==> src/rtl/rxdma_pkg.sv <==
package rxdma_pkg;

    typedef enum logic [2:0] {
        RXS_STOPPED = 3'b000,
        RXS_FETCH   = 3'b001,
        RXS_WAIT    = 3'b011,
        RXS_SUSPEND = 3'b100,
        RXS_CLOSE   = 3'b101,
        RXS_TSTAMP  = 3'b110,
        RXS_XFER    = 3'b111
    } rx_state_e;

    typedef struct packed {
        logic rx_done;
        logic early_rx;
        logic no_desc;
        logic stopped;
        logic wdog;
    } rx_evt_t;

    localparam rx_evt_t EVT_NONE = '{default: 1'b0};

    function automatic logic is_timed(rx_state_e s);
        return (s == RXS_CLOSE) || (s == RXS_TSTAMP);
    endfunction

    function automatic int unsigned phase_width(int unsigned a, int unsigned b);
        int unsigned m;
        m = (a > b) ? a : b;
        return (m < 2) ? 1 : $clog2(m);
    endfunction

endpackage

==> src/rtl/rxdma_phase_cnt.sv <==
module rxdma_phase_cnt #(
    parameter int unsigned CNT_W = 2
) (
    input  logic             clk,
    input  logic             rst,
    input  logic             clear,
    input  logic             run,
    input  logic [CNT_W-1:0] last,
    output logic             done
);
    logic [CNT_W-1:0] cnt_q;

    always_ff @(posedge clk) begin
        if (rst || clear) begin
            cnt_q <= '0;
        end else if (run) begin
            cnt_q <= cnt_q + 1'b1;
        end
    end

    assign done = run && (cnt_q == last);

    AST_PHASE_BOUND: assert property (@(posedge clk) disable iff (rst)
        run |-> (cnt_q <= last));

endmodule

==> src/rtl/rxdma_flags.sv <==
module rxdma_flags
    import rxdma_pkg::*;
(
    input  logic      clk,
    input  logic      rst,
    input  rx_state_e state_q,
    input  logic      stop_cmd,
    input  logic      frame_arrive,
    input  logic      desc_ack,
    input  logic      desc_own_dma,
    input  logic      early_fire,
    output logic      pending_q,
    output logic      last_own_q,
    output logic      er_done_q
);
    // frame remembered while suspended / fetching / busy
    always_ff @(posedge clk) begin
        if (rst || stop_cmd || state_q == RXS_STOPPED) begin
            pending_q <= 1'b0;
        end else if (state_q == RXS_WAIT) begin
            pending_q <= 1'b0;
        end else if (frame_arrive) begin
            pending_q <= 1'b1;
        end
    end

    // ownership of the previously fetched descriptor
    always_ff @(posedge clk) begin
        if (rst || stop_cmd || state_q == RXS_STOPPED) begin
            last_own_q <= 1'b0;
        end else if (state_q == RXS_FETCH && desc_ack) begin
            last_own_q <= desc_own_dma;
        end
    end

    // early-receive already reported for the current frame
    always_ff @(posedge clk) begin
        if (rst || state_q != RXS_XFER) begin
            er_done_q <= 1'b0;
        end else if (early_fire) begin
            er_done_q <= 1'b1;
        end
    end

    AST_PEND_CLR_STOP: assert property (@(posedge clk) disable iff (rst)
        (state_q == RXS_STOPPED) |=> !pending_q);

    AST_OWN_CLR_STOP: assert property (@(posedge clk) disable iff (rst)
        (state_q == RXS_STOPPED) |=> !last_own_q);

endmodule

==> src/rtl/rxdma_fsm.sv <==
module rxdma_fsm
    import rxdma_pkg::*;
#(
    parameter bit TS_EN = 1'b1
) (
    input  logic      clk,
    input  logic      rst,
    input  logic      start_cmd,
    input  logic      stop_cmd,
    input  logic      poll_demand,
    input  logic      frame_arrive,
    input  logic      desc_ack,
    input  logic      desc_own_dma,
    input  logic      beat_valid,
    input  logic      beat_buf_full,
    input  logic      beat_eof,
    input  logic      wdog_expired,
    input  logic      pending_q,
    input  logic      last_own_q,
    input  logic      er_done_q,
    input  logic      phase_done,
    output rx_state_e state_q,
    output logic      leave,
    output logic      early_fire,
    output rx_evt_t   evt_q
);
    localparam rx_state_e EOF_NEXT = TS_EN ? RXS_TSTAMP : RXS_CLOSE;

    rx_state_e state_d;
    rx_evt_t   evt_d;

    always_comb begin
        state_d    = state_q;
        evt_d      = EVT_NONE;
        early_fire = 1'b0;
        if (stop_cmd) begin
            if (state_q != RXS_STOPPED) begin
                state_d       = RXS_STOPPED;
                evt_d.stopped = 1'b1;
            end
        end else begin
            unique case (state_q)
                RXS_STOPPED: begin
                    if (start_cmd) state_d = RXS_FETCH;
                end
                RXS_FETCH: begin
                    if (desc_ack) begin
                        if (desc_own_dma) begin
                            state_d = RXS_WAIT;
                        end else begin
                            state_d       = RXS_SUSPEND;
                            evt_d.no_desc = last_own_q;
                        end
                    end
                end
                RXS_WAIT: begin
                    if (frame_arrive || pending_q) state_d = RXS_XFER;
                end
                RXS_SUSPEND: begin
                    if (poll_demand || frame_arrive) state_d = RXS_FETCH;
                end
                RXS_XFER: begin
                    if (wdog_expired) begin
                        state_d    = RXS_CLOSE;
                        evt_d.wdog = 1'b1;
                    end else if (beat_valid) begin
                        if (beat_buf_full && !er_done_q) begin
                            early_fire     = 1'b1;
                            evt_d.early_rx = 1'b1;
                        end
                        if (beat_eof) state_d = EOF_NEXT;
                    end
                end
                RXS_TSTAMP: begin
                    if (phase_done) state_d = RXS_CLOSE;
                end
                RXS_CLOSE: begin
                    if (phase_done) begin
                        state_d       = RXS_FETCH;
                        evt_d.rx_done = 1'b1;
                    end
                end
                default: state_d = RXS_STOPPED;
            endcase
        end
    end

    assign leave = (state_d != state_q);

    always_ff @(posedge clk) begin
        if (rst) begin
            state_q <= RXS_STOPPED;
            evt_q   <= '{stopped: 1'b1, default: 1'b0};
        end else begin
            state_q <= state_d;
            evt_q   <= evt_d;
        end
    end

    AST_WAIT_ENTRY: assert property (@(posedge clk) disable iff (rst)
        (state_q == RXS_WAIT) |-> ($past(state_q) == RXS_FETCH || $past(state_q) == RXS_WAIT));

    AST_NODESC_ENTRY: assert property (@(posedge clk) disable iff (rst)
        evt_q.no_desc |-> (state_q == RXS_SUSPEND && $past(last_own_q)));

    AST_SUSP_HOLD: assert property (@(posedge clk) disable iff (rst)
        (state_q == RXS_SUSPEND && !poll_demand && !frame_arrive && !stop_cmd)
        |=> (state_q == RXS_SUSPEND));

    AST_EARLY_ONCE: assert property (@(posedge clk) disable iff (rst)
        (er_done_q && state_q == RXS_XFER) |=> !evt_q.early_rx);

    AST_DONE_FROM_CLOSE: assert property (@(posedge clk) disable iff (rst)
        evt_q.rx_done |-> (state_q == RXS_FETCH && $past(state_q) == RXS_CLOSE));

    AST_WDOG_TRUNC: assert property (@(posedge clk) disable iff (rst)
        evt_q.wdog |-> (state_q == RXS_CLOSE && $past(state_q) == RXS_XFER));

    AST_STOP_EVT: assert property (@(posedge clk) disable iff (rst)
        evt_q.stopped |-> (state_q == RXS_STOPPED));

    AST_STOPPED_IGNORE: assert property (@(posedge clk) disable iff (rst)
        (state_q == RXS_STOPPED && !start_cmd) |=> (state_q == RXS_STOPPED));

    AST_NODESC_PULSE: assert property (@(posedge clk) disable iff (rst)
        evt_q.no_desc |=> !evt_q.no_desc);

endmodule

==> src/rtl/rxdma_seq.sv <==
module rxdma_seq
    import rxdma_pkg::*;
#(
    parameter bit          TS_EN     = 1'b1,
    parameter int unsigned TS_CYC    = 2,
    parameter int unsigned CLOSE_CYC = 2
) (
    input  logic       clk,
    input  logic       rst,
    input  logic       start_cmd,
    input  logic       stop_cmd,
    input  logic       poll_demand,
    input  logic       frame_arrive,
    output logic       desc_req,
    input  logic       desc_ack,
    input  logic       desc_own_dma,
    input  logic       beat_valid,
    input  logic       beat_buf_full,
    input  logic       beat_eof,
    input  logic       wdog_expired,
    output logic [2:0] state_code,
    output logic       rx_done_evt,
    output logic       early_rx_evt,
    output logic       no_desc_evt,
    output logic       stopped_evt,
    output logic       wdog_evt
);
    localparam int unsigned CNT_W = phase_width(TS_CYC, CLOSE_CYC);
    localparam logic [CNT_W-1:0] CLOSE_LAST = CNT_W'(CLOSE_CYC - 1);

    rx_state_e        state_q;
    rx_evt_t          evt_q;
    logic             leave, early_fire, phase_done;
    logic             pending_q, last_own_q, er_done_q;
    logic [CNT_W-1:0] phase_last;

    generate
        if (TS_EN) begin : g_ts
            localparam logic [CNT_W-1:0] TS_LAST = CNT_W'(TS_CYC - 1);
            assign phase_last = (state_q == RXS_TSTAMP) ? TS_LAST : CLOSE_LAST;
        end else begin : g_nots
            assign phase_last = CLOSE_LAST;
        end
    endgenerate

    rxdma_fsm #(.TS_EN(TS_EN)) u_fsm (
        .clk          (clk),
        .rst          (rst),
        .start_cmd    (start_cmd),
        .stop_cmd     (stop_cmd),
        .poll_demand  (poll_demand),
        .frame_arrive (frame_arrive),
        .desc_ack     (desc_ack),
        .desc_own_dma (desc_own_dma),
        .beat_valid   (beat_valid),
        .beat_buf_full(beat_buf_full),
        .beat_eof     (beat_eof),
        .wdog_expired (wdog_expired),
        .pending_q    (pending_q),
        .last_own_q   (last_own_q),
        .er_done_q    (er_done_q),
        .phase_done   (phase_done),
        .state_q      (state_q),
        .leave        (leave),
        .early_fire   (early_fire),
        .evt_q        (evt_q)
    );

    rxdma_flags u_flags (
        .clk          (clk),
        .rst          (rst),
        .state_q      (state_q),
        .stop_cmd     (stop_cmd),
        .frame_arrive (frame_arrive),
        .desc_ack     (desc_ack),
        .desc_own_dma (desc_own_dma),
        .early_fire   (early_fire),
        .pending_q    (pending_q),
        .last_own_q   (last_own_q),
        .er_done_q    (er_done_q)
    );

    rxdma_phase_cnt #(.CNT_W(CNT_W)) u_phase (
        .clk   (clk),
        .rst   (rst),
        .clear (leave),
        .run   (is_timed(state_q)),
        .last  (phase_last),
        .done  (phase_done)
    );

    assign desc_req     = (state_q == RXS_FETCH);
    assign state_code   = state_q;
    assign rx_done_evt  = evt_q.rx_done;
    assign early_rx_evt = evt_q.early_rx;
    assign no_desc_evt  = evt_q.no_desc;
    assign stopped_evt  = evt_q.stopped;
    assign wdog_evt     = evt_q.wdog;

    AST_NO_RSVD_CODE: assert property (@(posedge clk) disable iff (rst)
        state_code != 3'b010);

    AST_REQ_ONLY_FETCH: assert property (@(posedge clk) disable iff (rst)
        desc_req |-> (state_code == 3'b001));

endmodule

==> config.mk <==
export PLATFORM = sky130hd
export DESIGN_NAME = rxdma_seq
export DESIGN_NICKNAME = d
export VERILOG_FILES = /design/src/rtl/rxdma_pkg.sv /design/src/rtl/rxdma_phase_cnt.sv /design/src/rtl/rxdma_flags.sv /design/src/rtl/rxdma_fsm.sv /design/src/rtl/rxdma_seq.sv
export SDC_FILE = /design/constraint.sdc
export NUM_CORES = 1
export LEC_CHECK = 0
export ABC_AREA = 1
export BUFFER_PORTS_ARGS = -buffer_cell sky130_fd_sc_hd__buf_2
export CORE_MARGIN = 5
export CORE_UTILIZATION = 30
export DETAILED_ROUTE_END_ITERATION = 16
export HOLD_SLACK_MARGIN = 0.06
export PLACE_DENSITY = 0.64
export SLEW_MARGIN = 10
export SYNTH_ARGS = -nofsm -noshare
export SYNTH_HDL_FRONTEND = slang
export SYNTH_SLANG_ARGS = --single-unit
export TNS_END_PERCENT = 50
==> constraint.sdc <==
create_clock -name clk -period 1.25 [get_ports clk]
set_input_delay 0.125 -clock clk [delete_from_list [all_inputs] [get_ports clk]]
set_output_delay 0.125 -clock clk [all_outputs]
set_load 0.01 [all_outputs]
==> impl_metrics.tcl, run 1 <==
set metrics [dict create \
    synthCells 107 \
    status "finished, violations left" \
    std_cell_rows 17 \
    drt-pass1-iter-count 4 \
    drtIter0Drc 26 \
    finish.utilization_pct 45.7 \
    numCtsBuffers 3 \
    h-tree-depth 1 \
    worstSetupStartpoint "u_fsm.state_q[1]" \
    hold_path.class "input pin to flop" \
    syn2layout_area_growth_pct 49.6 \
    drive_gt1_share_pct 38.2 \
    hold_viol_final 0 \
    io_buffers 20 \
    die_area_mm2 0.00325 \
    synth_cell_types 17 \
    synth_nets 119 \
    cap_violations 0 \
    drtAntennaViolNets 0 \
    cts_tree "yes" \
    final_area_um2 992 \
    gp_congestion 0.824 \
    arrival_ns 1.50 \
    required_ns 1.48 \
    finalMaxSlewViolations 0 \
    max_freq_ghz 0.784 \
    grt_antenna_before_repair 0 \
    fin_crit_sh_pct 102 \
    vdd.ir_drop.worst_uv 435 \
    yosysSeqAreaShare_pct 36.2 \
    criticalPathCategory "flop to flop" \
    cts_sinks 12 \
    syn_avg_cell_area_um2 6.20 \
    overflow 0 \
    clock_skew_ns 0.00516 \
    violations "setup timing" \
    clock_latency_ns 0.29 \
    grt_pass1_vias 766 \
    vias 789 \
    min_period_ns 1.28 \
    power_density_mw_per_mm2 842 \
    r2r_start "u_fsm.state_q[1]" \
    die_x_um 57.0 \
    place_area_um2 892 \
    drc 0 \
    grt_pass1_wl_um 2930 \
    critPathCaptureType "flop" \
    diodes 0 \
    start_util_pct 30.6 \
    clockBufferDepth 2 \
    coreArea_mm2 0.00217 \
    hp-start "wdog_expired" \
    synth_warnings 0 \
    wl_um 1820 \
    finalSetupViolCount 1 \
    gr-usage-all-layers_pct 11.3 \
    rsz0062_at_grt "true" \
    relSlewSlack_pct 83.9 \
    total_leakage_power_nw 0.533 \
    wire_per_inst_um 10.6 \
    fin_nets 157 \
    start_kind "flop" \
    dp_hpwl_um 1380 \
    ios 21 \
    ys_ff_latch 12 \
    whs_ns 0.0874 \
    clk_pin_slew_ns 0.09 \
    syn-cell-area_um2 663 \
    die_h_um 57.0 \
    via_per_inst 4.59 \
    timing.final.ws_setup_ns -0.0260 \
    grt_max_degree 9 \
    tightest_slew_ns 0.239 \
    cp_max_fo 7 \
    postCtsSetupBuffers 0 \
    root_buffer "clkbuf_4" \
]
==> metrics by stage <==
stage | power [W] | instances | setup WS, ns | setup TNS (ns)
finish | 0.000835 | 172 | -0.0260 | -0.0260
global route | 0.000863 | 172 | -0.145 | -0.256
detailed placement | 0.000506 | 167 | -0.115 | -0.201
CTS | 0.000827 | 172 | -0.0101 | -0.0101
floorplan | 0.000455 | 107 | 0.000485 | 0
global placement | 0.000505 | 167 | -0.102 | -0.172
==> layout make-up <==
type,instances,area (µm²)
Timing Repair Buffer,35,215
Multi-Input combinational cell,73,377
Sequential cell,12,251
Inverter,20,77.6
Tap cell,28,35.0
Clock buffer,4,36.3
Fill cell,227,1180
==> critical path: stages, from the launching register on <==
cell,delay (ns)
dfxtp_4,0.39
inv_4,0.09
nand3_2,0.09
or2_1,0.25
nand4_1,0.11
nand2_1,0.08
nand2_1,0.06
nand3_1,0.06
nor2_1,0.10
==> where the power goes <==
group / switching [W] / total, W / internal, W
registers: 0.00000696 / 0.000389 / 0.000382
logic: 0.0000626 / 0.000115 / 0.0000528
clock network: 0.000153 / 0.000331 / 0.000178
total: 0.000223 / 0.000835 / 0.000613
==> per-layer routing <==
metal  up-vias  GRT usage [%]  wire, µm
met5         -              0         0
met4         0           6.62        59
met3         7           3.17       106
met2        31           18.1       828
met1       343           13.4       820
li1        408              -         -
==> cells in the mapped netlist <==
cell     number  area, µm²
inv_2         2       7.51
nand3_2       2       20.0
buf_4         1       7.51
nand2_1      29        109
nor3_1        2       10.0
nor2_1       17       63.8
inv_1        18       67.6
or2_2         1       6.26
buf_2         1       5.00
nor4_2        1       12.5
a21oi_1       2       10.0
nand4_1       3       18.8
o21ai_0       2       10.0
a31o_2        1       8.76
nand3_1      12       60.1
or2_1         1       6.26
dfxtp_1      12        240
==> kinds of logic after synthesis <==
logic type      share of synthesized area, %
buf+inv                                 13.2
flops                                   36.2
compound gates                          4.34
simple gates                            46.2
==> cell usage in the layout, fill, tap and decap left out, types with 2 or more instances in the layout <==
master / Yosys / layout
buf_2: 1 / 20
nand4_1: 3 / 3
buf_4: 1 / 14
a21oi_1: 2 / 2
nand2_1: 29 / 28
nand3_2: 2 / 3
inv_2: 2 / 2
inv_1: 18 / 17
nor2_2: 0 / 2
dfxtp_1: 12 / 9
nor2_1: 17 / 14
nand3_1: 12 / 10
clkbuf_4: 0 / 3
dfxtp_4: 0 / 3
o21ai_0: 2 / 2
nor3_1: 2 / 2
==> what timing repair did <==
action	in CTS	in global routing
setup endpoints to repair	5	4
hold endpoints to repair	3	0
hold buffers	1	0
pin swaps	0	2
resized for setup	8	8
==> worst paths after layout <==
kind	to	slack, ns	cells past startpoint
max	u_phase.cnt_q	-0.03	8
min	u_fsm.evt_q[0]	0.09	3
max reg2reg	u_phase.cnt_q	-0.03	8
min reg2reg	u_fsm.evt_q[2]	0.46	2
==> state kept, by name (all words and copies together), names as in the netlist <==
signal and count:
u_phase.cnt_q 1, u_flags.er_done_q 1, u_fsm.evt_q 5, u_fsm.state_q 3, u_flags.last_own_q 1, u_flags.pending_q 1
Note: power is estimated with default switching activity, not from simulation.
==> inputs of run 2 (changes only) <==
--- a/config.mk
+++ b/config.mk
@@ -7,6 +7,7 @@
 export LEC_CHECK = 0
 export ABC_AREA = 1
 export BUFFER_PORTS_ARGS = -buffer_cell sky130_fd_sc_hd__buf_2
+export CORE_ASPECT_RATIO = 1.5
 export CORE_MARGIN = 5
 export CORE_UTILIZATION = 30
 export DETAILED_ROUTE_END_ITERATION = 16
==> run 2 against run 1 <==
Compared with the run above: the flow still finishes with violations (setup timing); flip-flop and latch count stayed put; clock skew is 0.0037 ns lower; power is 11% lower; sequential share of layout area is 0.49 points higher; critical path depth stayed put; largest cell class unchanged.
==> impl_metrics.tcl, run 2 (same netlist as run 1, synthesis figures left out) <==
set metrics [dict create \
    regArea_um2 251 \
    cp_max_fo 7 \
    clock_skew_ns 0.00144 \
    max_stage_delay_ns 0.38 \
    tightest_slew_ns 0.237 \
    reg_top3 "u_fsm.evt_q (5), u_fsm.state_q (3)" \
    dp_hpwl_um 1400 \
    hold_depth 3 \
    finalSetupViolCount 2 \
    ios 21 \
    hold_viol_final 0 \
    grt_max_degree 8 \
    fin_nets 161 \
    grt_pass1_wl_um 2880 \
    cp_num_buf_inv 1 \
    die_x_um 48.4 \
    crit_path_top_delay_cell "dfxtp_4" \
    max_freq_ghz 0.767 \
    vias 801 \
    power_w 0.000744 \
    hold_path.class "input pin to flop" \
    std_cell_rows 21 \
    largest_register_ffs 5 \
    drive_gt1_share_pct 36.7 \
    finish.utilization_pct 44.6 \
    via_per_inst 4.71 \
    syn2layout_area_growth_pct 46.8 \
    clockBufferDepth 2 \
    timing.final.ws_setup_ns -0.0538 \
    dp_cells 162 \
    critical_path.top_delay_family "simple AND/OR/NAND/NOR gates" \
    layoutNonFillerInstCount 170 \
    numCtsBuffers 3 \
    gr-usage-all-layers_pct 11.2 \
    die_area_mm2 0.00327 \
    regMostFlops "u_fsm.evt_q" \
    power_density_mw_per_mm2 765 \
    violations "setup timing" \
    grt_antenna_before_repair 0 \
    drtAntennaViolNets 0 \
    arrival_ns 1.51 \
    fin_crit_sh_pct 104 \
    r2r_cells 8 \
    clock_latency_ns 0.27 \
    criticalPathCategory "flop to flop" \
    critPathCaptureType "flop" \
    wire_per_inst_um 10.8 \
    cts_tree "yes" \
    io_buffers 20 \
    cts_sinks 12 \
    drt-pass1-iter-count 4 \
    overflow 0 \
    grt_pass1_vias 740 \
    drc 0 \
    h-tree-depth 1 \
    root_buffer "clkbuf_4" \
    drtIter0Drc 27 \
    start_kind "flop" \
    total_leakage_power_nw 0.536 \
    final_common_cell "nand2_1" \
    final_cell_mix "nand2_1, buf_2, buf_4" \
    required_ns 1.46 \
    crit_cells 8 \
    multi_input_area_um2 348 \
    crit_chain "inv_4 > nand3_4 > or2_1 > nand4_1 > nand2_1 > nand2_1 > nand3_1 > nor2_1" \
    vdd.ir_drop.worst_uv 542 \
    status "finished, violations left" \
    finalMaxSlewViolations 0 \
    start_util_pct 30.4 \
    min_period_ns 1.30 \
    gp_congestion 0.788 \
    relSlewSlack_pct 84.0 \
    die_h_um 67.6 \
    cap_violations 0 \
    wl_um 1830 \
    critical-path-top-cell-by-count "nand2_1" \
    rsz0062_at_grt "true" \
    coreArea_mm2 0.00218 \
    clk_pin_slew_ns 0.07 \
    tns_ns -0.0744 \
    fillers 230 \
    diodes 0 \
]
==> run 2: cell count changes in the layout (fill, tap and decap cells not counted), sizes merged <==
cell	before	now
buf	34	38
clkbuf	4	3
==> run 2: tightest hold or removal path: cells and delay by family <==
kind / cells / cell delay, ns
AND/OR/NAND/NOR: 2 / 0.11
buffers and inverters: 1 / 0.09
==> run 2: worst paths after layout <==
check,start,endpoint,slack (ns)
min reg2reg,u_flags.er_done_q,u_fsm.evt_q[3],0.44
min,beat_buf_full,u_fsm.evt_q[3],0.10
max reg2reg,u_fsm.state_q[1],u_phase.cnt_q,-0.05
max,u_fsm.state_q[1],u_phase.cnt_q,-0.05
==> run 2: per-stage QoR <==
stage	hold slack [ns]	worst slack, ns	area (µm²)
2_1_floorplan	0.190	0.000485	671
3_3_place_gp	0.353	-0.0566	886
3_5_place_dp	0.355	-0.107	886
4_1_cts	0.0978	-0.0317	936
5_1_grt	0.108	-0.162	973
6_report	0.100	-0.0538	973
==> run 2: report_power, final <==
group | internal, W | switching, W | leakage, nW
clock network | 0.000111 | 0.000130 | 0.0138
logic | 0.0000543 | 0.0000608 | 0.423
registers | 0.000382 | 0.00000602 | 0.0995
==> run 2: what timing repair did <==
item                                    in CTS  in global routing
pin swaps                                    1                  4
buffers inserted                             1                  3
hold buffers                                 1                  0
endpoints found under the hold margin        1                  0
endpoints found under the setup margin       3                  8
resized for setup                            6                  5
gates cloned                                 0                  0
==> run 2: per-layer routing <==
metal / up-vias / share of wire [%] / global-route usage, % / routed length (µm)
met5: - / 0 / 0 / 0
met4: 0 / 2.5 / 5.54 / 46
met3: 6 / 4.5 / 1.77 / 82
met2: 24 / 53 / 22.5 / 972
met1: 357 / 40 / 10.8 / 731
li1: 414 / - / - / -
==> run 2: layout make-up <==
class | count | share of cell area [%]
sequential | 12 | 25.8
multi-input combinational | 73 | 35.7
timing repair buffer | 39 | 25.2
inverter | 20 | 7.97
clock buffer | 3 | 2.31
tap | 23 | 2.96
==> inputs of run 3 (changes only) <==
--- a/config.mk
+++ b/config.mk
@@ -5,14 +5,13 @@
 export SDC_FILE = /design/constraint.sdc
 export NUM_CORES = 1
 export LEC_CHECK = 0
-export ABC_AREA = 1
 export BUFFER_PORTS_ARGS = -buffer_cell sky130_fd_sc_hd__buf_2
 export CORE_ASPECT_RATIO = 1.5
 export CORE_MARGIN = 5
 export CORE_UTILIZATION = 30
 export DETAILED_ROUTE_END_ITERATION = 16
 export HOLD_SLACK_MARGIN = 0.06
-export PLACE_DENSITY = 0.64
+export PLACE_DENSITY = 0.63
 export SLEW_MARGIN = 10
 export SYNTH_ARGS = -nofsm -noshare
 export SYNTH_HDL_FRONTEND = slang
==> run 3 against run 2 <==
Compared with the run above: the flow still finishes with violations (setup timing); first-iteration DRC count fell by 26%; count of clock-buffer cells in the layout rose by 1; register-to-register slack got worse by 0.02 ns; largest cell class unchanged.
==> impl_metrics.tcl, run 3 <==
set metrics [dict create \
    power_density_mw_per_mm2 814 \
    finalSetupViolCount 3 \
    drc 0 \
    clock_latency_ns 0.30 \
    synth_nets 96 \
    hp-start "rst" \
    relSlewSlack_pct 76.7 \
    cp_max_fo 5 \
    wire_per_inst_um 14.8 \
    synth_top_area_share_pct 34.0 \
    vias 808 \
    reg_top3 "u_fsm.evt_q (5), u_fsm.state_q (3)" \
    hold_path.class "input pin to flop" \
    synth_cell_types 40 \
    violations "setup timing" \
    via_per_inst 5.46 \
    worstSetupStartpoint "u_fsm.state_q[2]" \
    max_freq_ghz 0.757 \
    start_util_pct 31.6 \
    cts_tree "yes" \
    die_area_mm2 0.00344 \
    coreArea_mm2 0.00223 \
    die_x_um 49.6 \
    regMostFlops "u_fsm.evt_q" \
    drt-pass1-iter-count 4 \
    required_ns 1.47 \
    die_h_um 69.4 \
    synth_most_common_cell "dfxtp_1" \
    regArea_um2 251 \
    arrival_ns 1.54 \
    grt_pass1_vias 859 \
    fin_nets 138 \
    drtIter0Drc 20 \
    gr-usage-all-layers_pct 13.7 \
    syn_avg_cell_area_um2 8.40 \
    tightest_slew_ns 0.346 \
    grt_pass1_wl_um 3640 \
    synth_edf_count 0 \
    synth_warnings 0 \
    final_cell_mix "buf_2, buf_4, nor2_1, dfxtp_1" \
    synthTopCellsByCount "dfxtp_1, nor2_1, nor3_1" \
    numCtsBuffers 3 \
    status "finished, violations left" \
    largest_register_ffs 5 \
    rsz0062_at_grt "true" \
    grt_antenna_before_repair 0 \
    synthCells 84 \
    hold_viol_final 0 \
    syn2layout_area_growth_pct 53.9 \
    finish.utilization_pct 48.6 \
    diodes 0 \
    cts_hold_buffers 0 \
    power_w 0.000884 \
    finalMaxSlewViolations 0 \
    io_buffers 20 \
    yosysSeqAreaShare_pct 34.0 \
    drtAntennaViolNets 0 \
    r2r_start "u_fsm.state_q[2]" \
    async_flop_share_pct 0 \
    start_kind "flop" \
    clk_pin_slew_ns 0.09 \
    overflow 0 \
    clockBufferDepth 2 \
    wl_um 2190 \
    cts_sinks 12 \
    fin_crit_sh_pct 106 \
    fillers 206 \
    grt_max_degree 9 \
    clock_skew_ns 0.0119 \
    root_buffer "clkbuf_4" \
    dp_hpwl_um 1570 \
    multi_input_area_um2 463 \
    gp_congestion 0.867 \
    critPathCaptureType "flop" \
    syn-cell-area_um2 706 \
    criticalPathCategory "flop to flop" \
    total_leakage_power_nw 0.484 \
    synth_area_leader_cell "dfxtp_1" \
    std_cell_rows 21 \
    min_period_ns 1.32 \
    ys_ff_latch 12 \
    cap_violations 0 \
    drive_gt1_share_pct 51.2 \
    vdd.ir_drop.worst_uv 376 \
    timing.final.ws_setup_ns -0.0714 \
    h-tree-depth 1 \
    synthTopCellsByArea "dfxtp_1, nor2_1, a32oi_1" \
    synth_top_flop_cell "dfxtp_1" \
    ios 21 \
]
-- run 3: layout make-up --
class / instances / share of cell area, %
Tap cell: 23 / 2.65
Inverter: 3 / 1.04
Sequential cell: 12 / 23.2
Clock buffer: 4 / 3.34
Multi-Input combinational cell: 62 / 42.6
Timing Repair Buffer: 44 / 27.2
-- run 3: final timing paths --
check,to,slack (ns),cells after the start
max reg2reg,u_fsm.state_q[0],-0.07,4
max,u_fsm.state_q[0],-0.07,4
min reg2reg,u_flags.er_done_q,0.47,1
min,u_fsm.evt_q[1],0.08,3
-- run 3: metrics by stage --
step	setup TNS (ns)	hold slack [ns]	worst slack [ns]	cell area (µm²)	std cells
after floorplan	-0.116	0.222	-0.0978	708	84
after global placement	-0.106	0.372	-0.0533	933	139
after detailed placement	-0.166	0.379	-0.0901	933	139
after CTS	-0.106	0.0734	-0.0543	1020	145
after global routing	-0.340	0.0959	-0.120	1090	148
final	-0.192	0.0812	-0.0714	1090	148
-- run 3: routing by layer --
metal	vias to the layer above	track usage [%]	part of all wire [%]
li1	393	-	-
met5	-	0	0
met4	0	11.7	4.1
met1	390	12.5	36
met3	7	3.66	5.2
met2	18	23.7	55
-- run 3: repair_timing --
| item | CTS | global route |
|---|---|---|
| pin swaps | 4 | 6 |
| cloned | 0 | 0 |
| gates resized for setup | 10 | 10 |
| endpoints found under the setup margin | 6 | 7 |
| setup buffers | 3 | 3 |
-- run 3: critical path, cell delays in order (launching register included) --
cell      delay, ns
dfxtp_4        0.37
or4b_4         0.55
o211ai_4       0.10
nor3_2         0.06
o31ai_2        0.16
-- run 3: cell families after synthesis --
kind of cell              count (synthesis)  share of synthesized area (%)
AOI/OAI and AO/OA                        22                           23.8
xor gates and xnor gates                  2                           2.48
buffers and inverters                    10                           8.16
DFF                                      12                           34.0
and+or+nand+nor                          38                           31.6
-- run 3: report_power, final --
group / switching [W] / total, W / internal, W
sequential: 0.00000722 / 0.000391 / 0.000384
combinational: 0.0000802 / 0.000155 / 0.0000750
clock: 0.000160 / 0.000339 / 0.000178
